### config.mk
export PLATFORM = sky130hd
export DESIGN_NAME = priv_pend_src
export DESIGN_NICKNAME = d
export VERILOG_FILES = /design/src/rtl/priv_pend_pkg.sv /design/src/rtl/priv_line_track.sv /design/src/rtl/priv_sgi_gate.sv /design/src/rtl/priv_pend_src.sv
export SDC_FILE = /design/constraint.sdc
export NUM_CORES = 1
export LEC_CHECK = 0
export CAP_MARGIN = 20
export CORE_MARGIN = 2
export CORE_UTILIZATION = 37
export DETAILED_ROUTE_END_ITERATION = 7
export PLACE_DENSITY = 0.81
export SLEW_MARGIN = 25
export SYNTH_ARGS = -nofsm -noshare
export SYNTH_HDL_FRONTEND = slang
export SYNTH_SLANG_ARGS = --single-unit
### constraint.sdc
create_clock -name clk -period 1.2 [get_ports clk]
set_clock_uncertainty 0.05 [all_clocks]
set_input_delay 0.12 -clock clk [delete_from_list [all_inputs] [get_ports clk]]
set_output_delay 0.12 -clock clk [all_outputs]
set_load 0.1 [all_outputs]
### src/rtl/priv_pend_pkg.sv
package priv_pend_pkg;
    typedef enum logic [1:0] {
        GRP_ZERO   = 2'b00,
        GRP_ONE_S  = 2'b01,
        GRP_ONE_NS = 2'b10
    } irq_grp_e;

    function automatic irq_grp_e cfg_group(input logic grp_bit, input logic mod_bit);
        if (grp_bit)      return GRP_ONE_NS;
        else if (mod_bit) return GRP_ONE_S;
        else              return GRP_ZERO;
    endfunction
endpackage

### src/rtl/priv_line_track.sv
module priv_line_track #(
    parameter int NUM_LINES = 16
) (
    input  logic                 clk,
    input  logic                 rst_n,
    input  logic [NUM_LINES-1:0] line_in,
    output logic [NUM_LINES-1:0] level_q,
    output logic [NUM_LINES-1:0] rise
);
    typedef struct packed {
        logic [NUM_LINES-1:0] level;
    } trk_state_t;

    trk_state_t st_d, st_q;

    always_comb begin
        st_d = st_q;
        // only lines whose value differs from the stored copy are acted on
        for (int i = 0; i < NUM_LINES; i++) begin
            if (line_in[i] != st_q.level[i]) st_d.level[i] = line_in[i];
        end
        rise = line_in & ~st_q.level;
    end

    always_ff @(posedge clk or negedge rst_n) begin
        if (!rst_n) st_q <= '0;
        else        st_q <= st_d;
    end

    assign level_q = st_q.level;
endmodule

### src/rtl/priv_sgi_gate.sv
module priv_sgi_gate
    import priv_pend_pkg::*;
#(
    parameter int NUM_SGI = 16,
    localparam int ID_W   = $clog2(NUM_SGI)
) (
    input  logic                 req_valid,
    input  logic [ID_W-1:0]      req_id,
    input  logic [1:0]           req_grp,
    input  logic                 req_ns,
    input  logic                 sec_off,
    input  logic [NUM_SGI-1:0]   grp_bits,
    input  logic [NUM_SGI-1:0]   mod_bits,
    input  logic [2*NUM_SGI-1:0] acc_bits,
    output logic [NUM_SGI-1:0]   set_vec
);
    irq_grp_e   tgt_grp;
    irq_grp_e   eff_grp;
    logic [1:0] acc_lvl;
    logic       acc_ok;

    always_comb begin
        tgt_grp = cfg_group(grp_bits[req_id], mod_bits[req_id]);
        eff_grp = irq_grp_e'(req_grp);
        if (eff_grp == GRP_ONE_S && tgt_grp == GRP_ZERO) eff_grp = GRP_ZERO;
        acc_lvl = acc_bits[2*req_id +: 2];
        acc_ok  = 1'b1;
        if (req_ns && !sec_off) begin
            if (tgt_grp == GRP_ZERO  && acc_lvl < 2'd1) acc_ok = 1'b0;
            if (tgt_grp == GRP_ONE_S && acc_lvl < 2'd2) acc_ok = 1'b0;
        end
        set_vec = '0;
        if (req_valid && eff_grp == tgt_grp && acc_ok) set_vec[req_id] = 1'b1;
    end
endmodule

### src/rtl/priv_pend_src.sv
module priv_pend_src
    import priv_pend_pkg::*;
#(
    parameter int NUM_SGI  = 16,
    parameter int NUM_PPI  = 16,
    localparam int NUM_IRQ = NUM_SGI + NUM_PPI,
    localparam int ID_W    = $clog2(NUM_SGI)
) (
    input  logic                 clk,
    input  logic                 rst_n,
    input  logic [NUM_PPI-1:0]   ppi_in,
    input  logic                 sgi_valid,
    input  logic [ID_W-1:0]      sgi_id,
    input  logic [1:0]           sgi_grp,
    input  logic                 sgi_ns,
    input  logic                 sec_off,
    input  logic [NUM_IRQ-1:0]   cfg_grp,
    input  logic [NUM_IRQ-1:0]   cfg_grpmod,
    input  logic [NUM_IRQ-1:0]   cfg_edge,
    input  logic [2*NUM_SGI-1:0] cfg_nsacc,
    input  logic [NUM_IRQ-1:0]   pend_clr,
    output logic [NUM_IRQ-1:0]   pend_set,
    output logic [NUM_IRQ-1:0]   pend_status,
    output logic [NUM_IRQ-1:0]   line_level
);
    typedef struct packed {
        logic [NUM_IRQ-1:0] latch;
        logic [NUM_IRQ-1:0] strobe;
    } pend_state_t;

    pend_state_t        st_d, st_q;
    logic [NUM_PPI-1:0] lvl_q;
    logic [NUM_PPI-1:0] lvl_rise;
    logic [NUM_SGI-1:0] sgi_set;
    logic [NUM_IRQ-1:0] set_all;

    priv_line_track #(.NUM_LINES(NUM_PPI)) u_track (
        .clk     (clk),
        .rst_n   (rst_n),
        .line_in (ppi_in),
        .level_q (lvl_q),
        .rise    (lvl_rise)
    );

    priv_sgi_gate #(.NUM_SGI(NUM_SGI)) u_gate (
        .req_valid (sgi_valid),
        .req_id    (sgi_id),
        .req_grp   (sgi_grp),
        .req_ns    (sgi_ns),
        .sec_off   (sec_off),
        .grp_bits  (cfg_grp[NUM_SGI-1:0]),
        .mod_bits  (cfg_grpmod[NUM_SGI-1:0]),
        .acc_bits  (cfg_nsacc),
        .set_vec   (sgi_set)
    );

    always_comb begin
        set_all = {lvl_rise & cfg_edge[NUM_IRQ-1:NUM_SGI], sgi_set};
        st_d        = st_q;
        st_d.strobe = set_all;
        // a set in the same cycle overrides a clear
        st_d.latch  = (st_q.latch & ~pend_clr) | set_all;
    end

    always_ff @(posedge clk or negedge rst_n) begin
        if (!rst_n) st_q <= '0;
        else        st_q <= st_d;
    end

    assign pend_set    = st_q.strobe;
    assign line_level  = {lvl_q, {NUM_SGI{1'b0}}};
    assign pend_status = st_q.latch | (line_level & ~cfg_edge);
endmodule

==> results of run 1 <==
## registers in the layout, indices dropped and copies added (netlist names)
signal / count
u_track.level_q: 16
st_q: 32
pend_set: 32
## layer usage
metal  GRT usage [%]  up-vias
li1                -     1788
met1           26.41     1964
met2           48.44      206
met3           6.317       32
met4           9.756        0
met5               0        -
## what timing repair did
item                                    4_1_cts  5_1_grt
endpoints found under the setup margin       79       85
gates resized for setup                     123       34
pin swaps                                    54       25
endpoints found under the hold margin        80        0
hold buffers                                  1        0
cloned                                        5        1
buffers inserted                             37       18
## metrics by stage
| step | setup slack (ns) | cell area (µm²) | TNS [ns] | total power [µW] |
|---|---|---|---|---|
| final | -0.7684 | 9359 | -29.92 | 20400 |
| after global routing | -0.8051 | 9359 | -32.43 | 21050 |
| after CTS | -0.7713 | 9214 | -29.29 | 20200 |
| after detailed placement | -1.710 | 8065 | -54.95 | 15890 |
| after global placement | -1.596 | 8065 | -51.60 | 15520 |
| after floorplan | -0.8508 | 5027 | -34.61 | 11250 |
## final cells by class
cell class	count	area share, %
timing repair buffer	319	43.50
multi-input combinational	202	26.93
sequential	80	22.03
clock buffer	10	2.553
inverter	44	2.193
tap	143	1.912
clock inverter	6	0.8824
## cells in the final DEF, fill, tap and decap left out, types with 3 or more instances in the layout
cell / n
buf_12: 87
dfrtp_4: 16
conb_1: 16
and2_4: 16
nor3_2: 10
o21bai_1: 14
nor3_4: 6
o21ai_4: 16
buf_6: 51
clkdlybuf4s50_1: 115
ha_4: 16
nor2_1: 4
clkinv_2: 3
inv_1: 28
dlygate4sd2_1: 19
inv_4: 16
o32ai_2: 9
nand2b_1: 5
buf_4: 39
mux2_4: 16
dfrtp_1: 64
mux4_2: 15
nand2_1: 16
o31ai_2: 3
nor2b_1: 4
nand3_1: 8
clkbuf_16: 10
## how the worst max path moves through the flow
stage | from | endpoint | cells after the start
2_1_floorplan | sgi_id[0] | st_q[35]$_DFF_PN0_ | 8
3_3_place_gp | sgi_id[0] | st_q[46]$_DFF_PN0_ | 8
3_5_place_dp | sgi_id[0] | st_q[45]$_DFF_PN0_ | 8
4_1_cts | sgi_id[0] | pend_set[5]$_DFF_PN0_ | 12
5_1_grt | sgi_id[0] | st_q[46]$_DFF_PN0_ | 10
6_report | sgi_id[0] | st_q[46]$_DFF_PN0_ | 10
## cells by family (layout without fill, tap and decap cells)
logic type                 count (synthesis)  after routing
AOI/OAI and AO/OA                         54             55
DFF                                       80             80
buffers and inverters                    121            379
other                                      1             16
muxes                                     33             33
and+or+nand+nor                           82             82
adders and majority gates                 16             16
## report_power, final
| part | switching, µW | internal, µW |
|---|---|---|
| registers | 524 | 3400 |
| clock network | 1090 | 1870 |
| logic | 7470 | 6050 |
==> results.json, run 1 <==
{
  "status": "finished with violations",
  "violations": "setup timing",
  "first_global_vias": 4507,
  "dieWidth_um": 112.1,
  "dr_wl_met3_mm": 1.118,
  "cts_tree": "done",
  "syn_avg_cell_area_um2": 11.17,
  "cp_top_family": "compound AO/OA/AOI/OAI gates",
  "reg2reg_setup_slack_ns": -0.13,
  "grt_pass1_wl_mm": 24.39,
  "yosys.area_share.adder_pct": 4.632,
  "cpMaxStageDelayCell": "mux4_2",
  "vias": 3990,
  "fin_ws_ns": -0.7684,
  "synthMuxAreaShare_pct": 12.51,
  "rsz0062_at_grt": "yes",
  "regToRegStartpoint": "u_track.level_q[1]$_DFFE_PN0P_",
  "root_buffer": "clkbuf_16",
  "synth_warnings": 0,
  "clockBufferDepth": 2,
  "die_h_um": 112.1,
  "async_flop_share_pct": 100.0,
  "synth_compound_area_share_pct": 9.351,
  "clkSinkCount": 80,
  "synth_top_cell_area_share_pct": 46.32,
  "syn2layout_area_growth_pct": 116.6,
  "synth_edf_count": 0,
  "holdPathStages": 2,
  "synthCells": 387,
  "synth_top_family_by_area": "buffers and inverters",
  "syn_area_um2": 4322,
  "rr_endpoint": "u_track.level_q[1]$_DFFE_PN0P_",
  "ys.flop_type": "dfrtp_1",
  "synth_largest_area_cell": "dfrtp_1",
  "viasPerCell": 4.963,
  "irDropWorstVdd_uv": 2824,
  "die-area_um2": 12560,
  "final_max_slew_viol_count": 0,
  "hp-start": "pend_clr[17]",
  "grtUsageTotal_pct": 25.27,
  "hpwl_mm": 11.13,
  "core_area_um2": 11420,
  "final_util_pct": 81.96,
  "hold_viol_final": 0,
  "whs_ns": 0.2894,
  "crit_type": "primary input to register",
  "ys_seq_elements": 80,
  "nets": 859,
  "cp_num_buf_inv": 6,
  "fill_cells": 588,
  "finalCriticalPeriod_ns": 1.968,
  "cp_data_arrival_time_ns": 2.13,
  "synth-simple-area-share_pct": 9.902,
  "regArea_um2": 2062,
  "hold_path_class": "primary input to register",
  "drcViolationCount": 0,
  "fin_cells": 804,
  "clkTransAtPathRegs_ns": 0.06,
  "antennaDiodeCount": 0,
  "detail_route.iter0.violations": 142,
  "io_buffers": 218,
  "post-route-period-util_pct": 164.0,
  "dr_wl_met2_mm": 9.090,
  "synth_most_common_cell": "dfrtp_1",
  "grt_antenna_before_repair": 0,
  "ant_nets": 0,
  "multiInputGateArea_um2": 2520,
  "overflow": 0,
  "crit_chain": "buf_8 > buf_12 > buf_8 > buf_6 > mux4_2 > a32o_2 > a2111oi_4 > buf_6 > buf_12 > o32ai_2",
  "crit_fanout": 8,
  "start_util_pct": 37.85,
  "rows": 39,
  "hold_path_end": "st_q[49]$_DFF_PN0_",
  "synth_xor_xnor_area_share_pct": 0,
  "yosys-top-cells-area": "dfrtp_1 46%, buf_4 11%, mux4_2 7.8%",
  "num_io_pins": 283,
  "maxUsedRoutingLayer": "met4",
  "drv_cap": 0,
  "h-tree-depth": 3,
  "power_density_nw_per_um2": 2180,
  "gp_congestion": 0.8396,
  "drive_above_1_share_pct": 54.46,
  "wl_per_cell_um": 20.41,
  "critPathRequiredTime_ns": 1.36,
  "seq_area_frac_synth_pct": 46.32,
  "grt_max_degree": 81,
  "synth_common_cells": "80 x dfrtp_1, 64 x buf_4, 44 x inv_1",
  "max_freq_mhz": 508.0,
  "worstRegToRegCells": 4,
  "cts_inserted_buffers": 9,
  "drt_pre_antenna_iters": 5,
  "setup_viol": 81,
  "clkLatencyLatePin_ns": 0.33,
  "wl_met1_mm": 5.687,
  "cp-start-kind": "primary input",
  "drt_wl_total_mm": 16.41,
  "yosysUniqueCellTypes": 31,
  "end_kind": "register",
  "cpPeakStageDelay_ns": 0.48,
  "dp.cells": 741,
  "p_leak_uw": 0.004005
}
Power figures use the tool's default switching activity.
==> inputs of run 2 (changes only) <==
- GPL_TIMING_DRIVEN: not set -> 0
==> run 2 against run 1 <==
The run still ends with setup timing left. Total power shrank 5.1%. Die area stayed put. Critical path type unchanged. Wire length is 9.5% lower. Via count fell by 4.1%. Largest power group unchanged. Final cell count shrank 1.4%. Non-clock buffer count is 10 lower. Maximum frequency up 10%.
==> results.json, run 2 (synthesized netlist as in run 1, its figures left out) <==
{
  "status": "finished with violations",
  "violations": "setup timing",
  "worstMarginPinSlew_ns": 0.5213,
  "dpl_cell_area_um2": 7376,
  "overflow": 0,
  "rsz0062_at_grt": "yes",
  "rr_endpoint": "u_track.level_q[4]$_DFFE_PN0P_",
  "max_freq_mhz": 561.0,
  "cpMaxStageDelayCell": "mux4_2",
  "crit_chain": "buf_12 > clkbuf_4 > mux4_2 > a32o_2 > a2111oi_4 > buf_4 > buf_12 > buf_12 > o32ai_2",
  "crit_type": "primary input to register",
  "cp-start-kind": "primary input",
  "irDropWorstVdd_uv": 2339,
  "dr_wl_met3_um": 929,
  "place_ws_ns": -1.792,
  "final_max_slew_viol_count": 0,
  "first_global_vias": 4317,
  "grt_antenna_before_repair": 0,
  "viasPerCell": 4.826,
  "cpMostUsedCell": "buf_12",
  "regArea_um2": 2062,
  "drt_pre_antenna_iters": 4,
  "dr_wl_met2_mm": 8.326,
  "dieWidth_um": 112.1,
  "antennaDiodeCount": 0,
  "grt_max_degree": 43,
  "grt_pass1_wl_mm": 22.39,
  "crit_fanout": 10,
  "grtUsageTotal_pct": 23.30,
  "p_leak_uw": 0.003914,
  "die_h_um": 112.1,
  "end_kind": "register",
  "slew_headroom_pct": 65.25,
  "syn2layout_area_growth_pct": 103.1,
  "drv_cap": 0,
  "die-area_um2": 12560,
  "core_area_um2": 11420,
  "setup_viol": 80,
  "layout_common_cells": "82 x clkdlybuf4s50_1, 70 x buf_12, 64 x dfrtp_1",
  "cpPeakStageDelay_ns": 0.52,
  "tns_ns": -22.00,
  "layout_commonest_cell": "clkdlybuf4s50_1",
  "clkLatencyLatePin_ns": 0.34,
  "final_cell_area_um2": 8778,
  "maxUsedRoutingLayer": "met4",
  "start_util_pct": 37.85,
  "power_uw": 19360,
  "root_buffer": "clkbuf_16",
  "vias": 3827,
  "ant_nets": 0,
  "hold_viol_final": 0,
  "nets": 848,
  "h-tree-depth": 3,
  "clkSinkCount": 80,
  "power_density_nw_per_um2": 2206,
  "post-route-period-util_pct": 148.5,
  "gp_congestion": 0.7989,
  "multiInputGateArea_um2": 2317,
  "hpwl_mm": 10.20,
  "cts_inserted_buffers": 9,
  "worstRegToRegCells": 3,
  "rows": 39,
  "drive_above_1_share_pct": 52.46,
  "reg2reg_setup_slack_ns": -0.07,
  "finalCriticalPeriod_ns": 1.783,
  "clkTransAtPathRegs_ns": 0.07,
  "fill_cells": 666,
  "cts_tree": "done",
  "regToRegStartpoint": "u_track.level_q[4]$_DFFE_PN0P_",
  "wl_per_cell_um": 18.72,
  "wl_met1_mm": 5.099,
  "drcViolationCount": 0,
  "num_io_pins": 283,
  "hold_path_class": "primary input to async pin",
  "critPathRequiredTime_ns": 1.36,
  "whs_ns": 0.2615,
  "detail_route.iter0.violations": 143,
  "drt_wl_total_mm": 14.84,
  "cp_data_arrival_time_ns": 1.95,
  "fin_ws_ns": -0.5826,
  "clockBufferDepth": 2,
  "io_buffers": 215
}
[run 2: area by class of cell]
cell class                      count  area share [%]
Clock inverter                      5           1.468
Tap cell                          143           2.038
Sequential cell                    80           23.49
Clock buffer                       11           2.651
Multi-Input combinational cell    201           26.40
Inverter                           44           2.338
Timing Repair Buffer              255           35.97
Buffer                             54           5.644
[run 2: worst max-delay path: cells and delay by family]
kind / cells / cell delay (ns)
AOI/OAI and AO/OA: 3 / 0.59
muxes: 1 / 0.52
buffers and inverters: 5 / 0.70
[run 2: worst max path at each step]
stage | slack, ns | startpoint | to
6_report | -0.58 | sgi_id[0] | st_q[43]$_DFF_PN0_
5_1_grt | -0.67 | sgi_id[0] | st_q[39]$_DFF_PN0_
4_1_cts | -0.60 | sgi_id[0] | st_q[47]$_DFF_PN0_
3_5_place_dp | -1.79 | sgi_id[1] | st_q[44]$_DFF_PN0_
3_3_place_gp | -3.40 | rst_n | u_track.level_q[2]$_DFFE_PN0P_
2_1_floorplan | -0.85 | sgi_id[0] | st_q[35]$_DFF_PN0_
[run 2: per-stage QoR]
stage | utilization, % | instances
floorplan | - | 402
global placement | 64.44 | 760
detailed placement | 64.60 | 761
CTS | 76.42 | 804
global route | 76.88 | 793
finish | 76.88 | 793
[run 2: layer usage]
metal  GRT usage [%]  up-vias
met5               0        -
met4           10.08        0
met3           4.698       27
met2           45.70      182
met1           23.72     1855
li1                -     1763
[run 2: where the power goes]
group | switching [µW] | internal, µW
Sequential | 533 | 3400
Combinational | 7040 | 5060
Clock | 1080 | 2250
[run 2: what timing repair did]
item                       CTS  global route
hold endpoints to repair    38             0
setup buffers               31             7
cloned                       2             0
hold buffers                 1             0
pin swaps                   31            15
resized for setup          763            39
setup endpoints to repair  128           105
==> inputs of run 3 (changes only) <==
- CORE_ASPECT_RATIO: not set -> 1.5
- CORE_UTILIZATION: 37 -> 33
- GPL_TIMING_DRIVEN: 0 -> not set
- PLACE_DENSITY: 0.81 -> 0.77
- clock period: 1.2 -> 1.5 ns (I/O delays scaled with it)
==> run 3 against run 2 <==
The flow still finishes with violations (setup timing). Final cell count shrank 3.5%. Clock power shrank 34%. Critical path depth shrank 1. Combinational power shrank 32%. Worst hold slack lost 0.011 ns. Register-to-register slack gained 0.29 ns. Count of clock-buffer cells in the layout grew 2. Critical path type unchanged. Critical endpoint is now st_q[36]$_DFF_PN0_. Largest power group unchanged. Highest routed layer unchanged.
==> results.json, run 3 (synthesized netlist as in run 1, its figures left out) <==
{
  "crit_fanout": 8,
  "die_h_um": 144.2,
  "layout_commonest_cell": "clkdlybuf4s50_1",
  "drive_above_1_share_pct": 45.21,
  "grt_util_met2_pct": 36.41,
  "grt_antenna_before_repair": 0,
  "top_usage_layer": "met2",
  "crit_type": "primary input to register",
  "h-tree-depth": 3,
  "ant_nets": 0,
  "grt_util_met1_pct": 17.88,
  "cts_inserted_buffers": 9,
  "cp_data_arrival_time_ns": 2.11,
  "max_freq_mhz": 516.8,
  "status": "finished with violations",
  "io_buffers": 218,
  "overflow": 0,
  "clkTransAtPathRegs_ns": 0.06,
  "detail_route.iter0.violations": 150,
  "clockBufferDepth": 2,
  "violations": "setup timing",
  "irDropWorstVdd_uv": 861.1,
  "grtUsageTotal_pct": 18.34,
  "start_util_pct": 33.53,
  "rows": 51,
  "antennaDiodeCount": 0,
  "first_global_vias": 4031,
  "core_area_um2": 12890,
  "critPathRequiredTime_ns": 1.67,
  "die-area_um2": 14050,
  "cts_tree": "done",
  "root_buffer": "clkbuf_16",
  "power_density_nw_per_um2": 1609,
  "setup_viol": 32,
  "grt_pass1_wl_mm": 20.17,
  "final_max_slew_viol_count": 0,
  "layout_common_cells": "94 x clkdlybuf4s50_1, 90 x buf_12, 64 x dfrtp_1",
  "rsz0062_at_grt": "yes",
  "end_kind": "register",
  "grt_max_degree": 33,
  "viasPerCell": 4.844,
  "hpwl_mm": 10.40,
  "syn2layout_area_growth_pct": 95.86,
  "fin_ws_ns": -0.4351,
  "drt_wl_total_mm": 14.05,
  "clkLatencyLatePin_ns": 0.32,
  "drcViolationCount": 0,
  "whs_ns": 0.2505,
  "nets": 804,
  "num_io_pins": 283,
  "gp_congestion": 0.8580,
  "dieWidth_um": 97.44,
  "p_leak_uw": 0.003709,
  "drv_cap": 0,
  "clkSinkCount": 80,
  "cp-start-kind": "primary input",
  "vias": 3706,
  "finalCriticalPeriod_ns": 1.935,
  "place_ws_ns": -1.155,
  "hold_path_class": "primary input to async pin",
  "gr-usage-met3_pct": 3.480,
  "drt_pre_antenna_iters": 5,
  "wl_per_cell_um": 18.37,
  "hold_viol_final": 0,
  "post-route-period-util_pct": 129.0
}
-- run 3: through the flow --
stage / setup TNS (ns) / power, µW / cells / cell area (µm²) / util [%]
final: -10.93 / 13620 / 765 / 8464 / 65.67
after global routing: -12.02 / 14040 / 765 / 8464 / 65.67
after CTS: -11.88 / 13590 / 760 / 8205 / 63.66
after detailed placement: -35.15 / 11280 / 727 / 7545 / 58.53
after global placement: -33.24 / 11060 / 727 / 7545 / 58.53
after floorplan: -17.88 / 8330 / 402 / 4687 / -
-- run 3: area by class of cell --
cell class                      count  area (µm²)
Timing Repair Buffer              265        3540
Clock buffer                       13       260.3
Multi-Input combinational cell    201        2196
Fill cell                         939        4425
Sequential cell                    80        2062
Tap cell                          159       198.9
Inverter                           44       165.2
Clock inverter                      3       42.54
-- run 3: final timing paths --
path                                                start                        endpoint  slack (ns)  depth (start not counted)
max                                         cfg_grpmod[2]              st_q[36]$_DFF_PN0_       -0.44                          8
min                                                 rst_n              st_q[62]$_DFF_PN0_        0.25                          2
max reg2reg                u_track.level_q[3]$_DFFE_PN0P_  u_track.level_q[3]$_DFFE_PN0P_        0.22                          3
min reg2reg                            st_q[57]$_DFF_PN0_              st_q[57]$_DFF_PN0_        0.50                          2
max in group asynchronous                           rst_n           pend_set[0]$_DFF_PN0_        0.54                          3
min in group clk                             pend_clr[28]              st_q[60]$_DFF_PN0_        0.32                          2
-- run 3: what timing repair did --
item,in CTS,in global routing
endpoints found under the setup margin,32,32
gates resized for setup,64,63
setup buffers,12,8
cloned,4,3
hold endpoints to repair,29,0
hold buffers,1,0
pin swaps,21,22
-- run 3: metal layers --
layer	vias to the layer above	wire [µm]
met3	30	948
met1	1805	4355
met5	-	0
met4	0	456
met2	207	8290
li1	1664	-
-- run 3: power by group --
part / total [µW] / internal [µW] / switching (µW)
combinational: 8250 / 3110 / 5140
clock: 2210 / 1380 / 829
sequential: 3160 / 2720 / 439
total: 13600 / 7210 / 6410
-- run 3: critical path, stage by stage --
cell and delay [ns]:
clkdlybuf4s50_1 0.43, mux4_2 0.49, nand2_2 0.09, buf_4 0.12, a41oi_4 0.14, a2bb2oi_4 0.21, clkbuf_16 0.20, o31ai_1 0.27
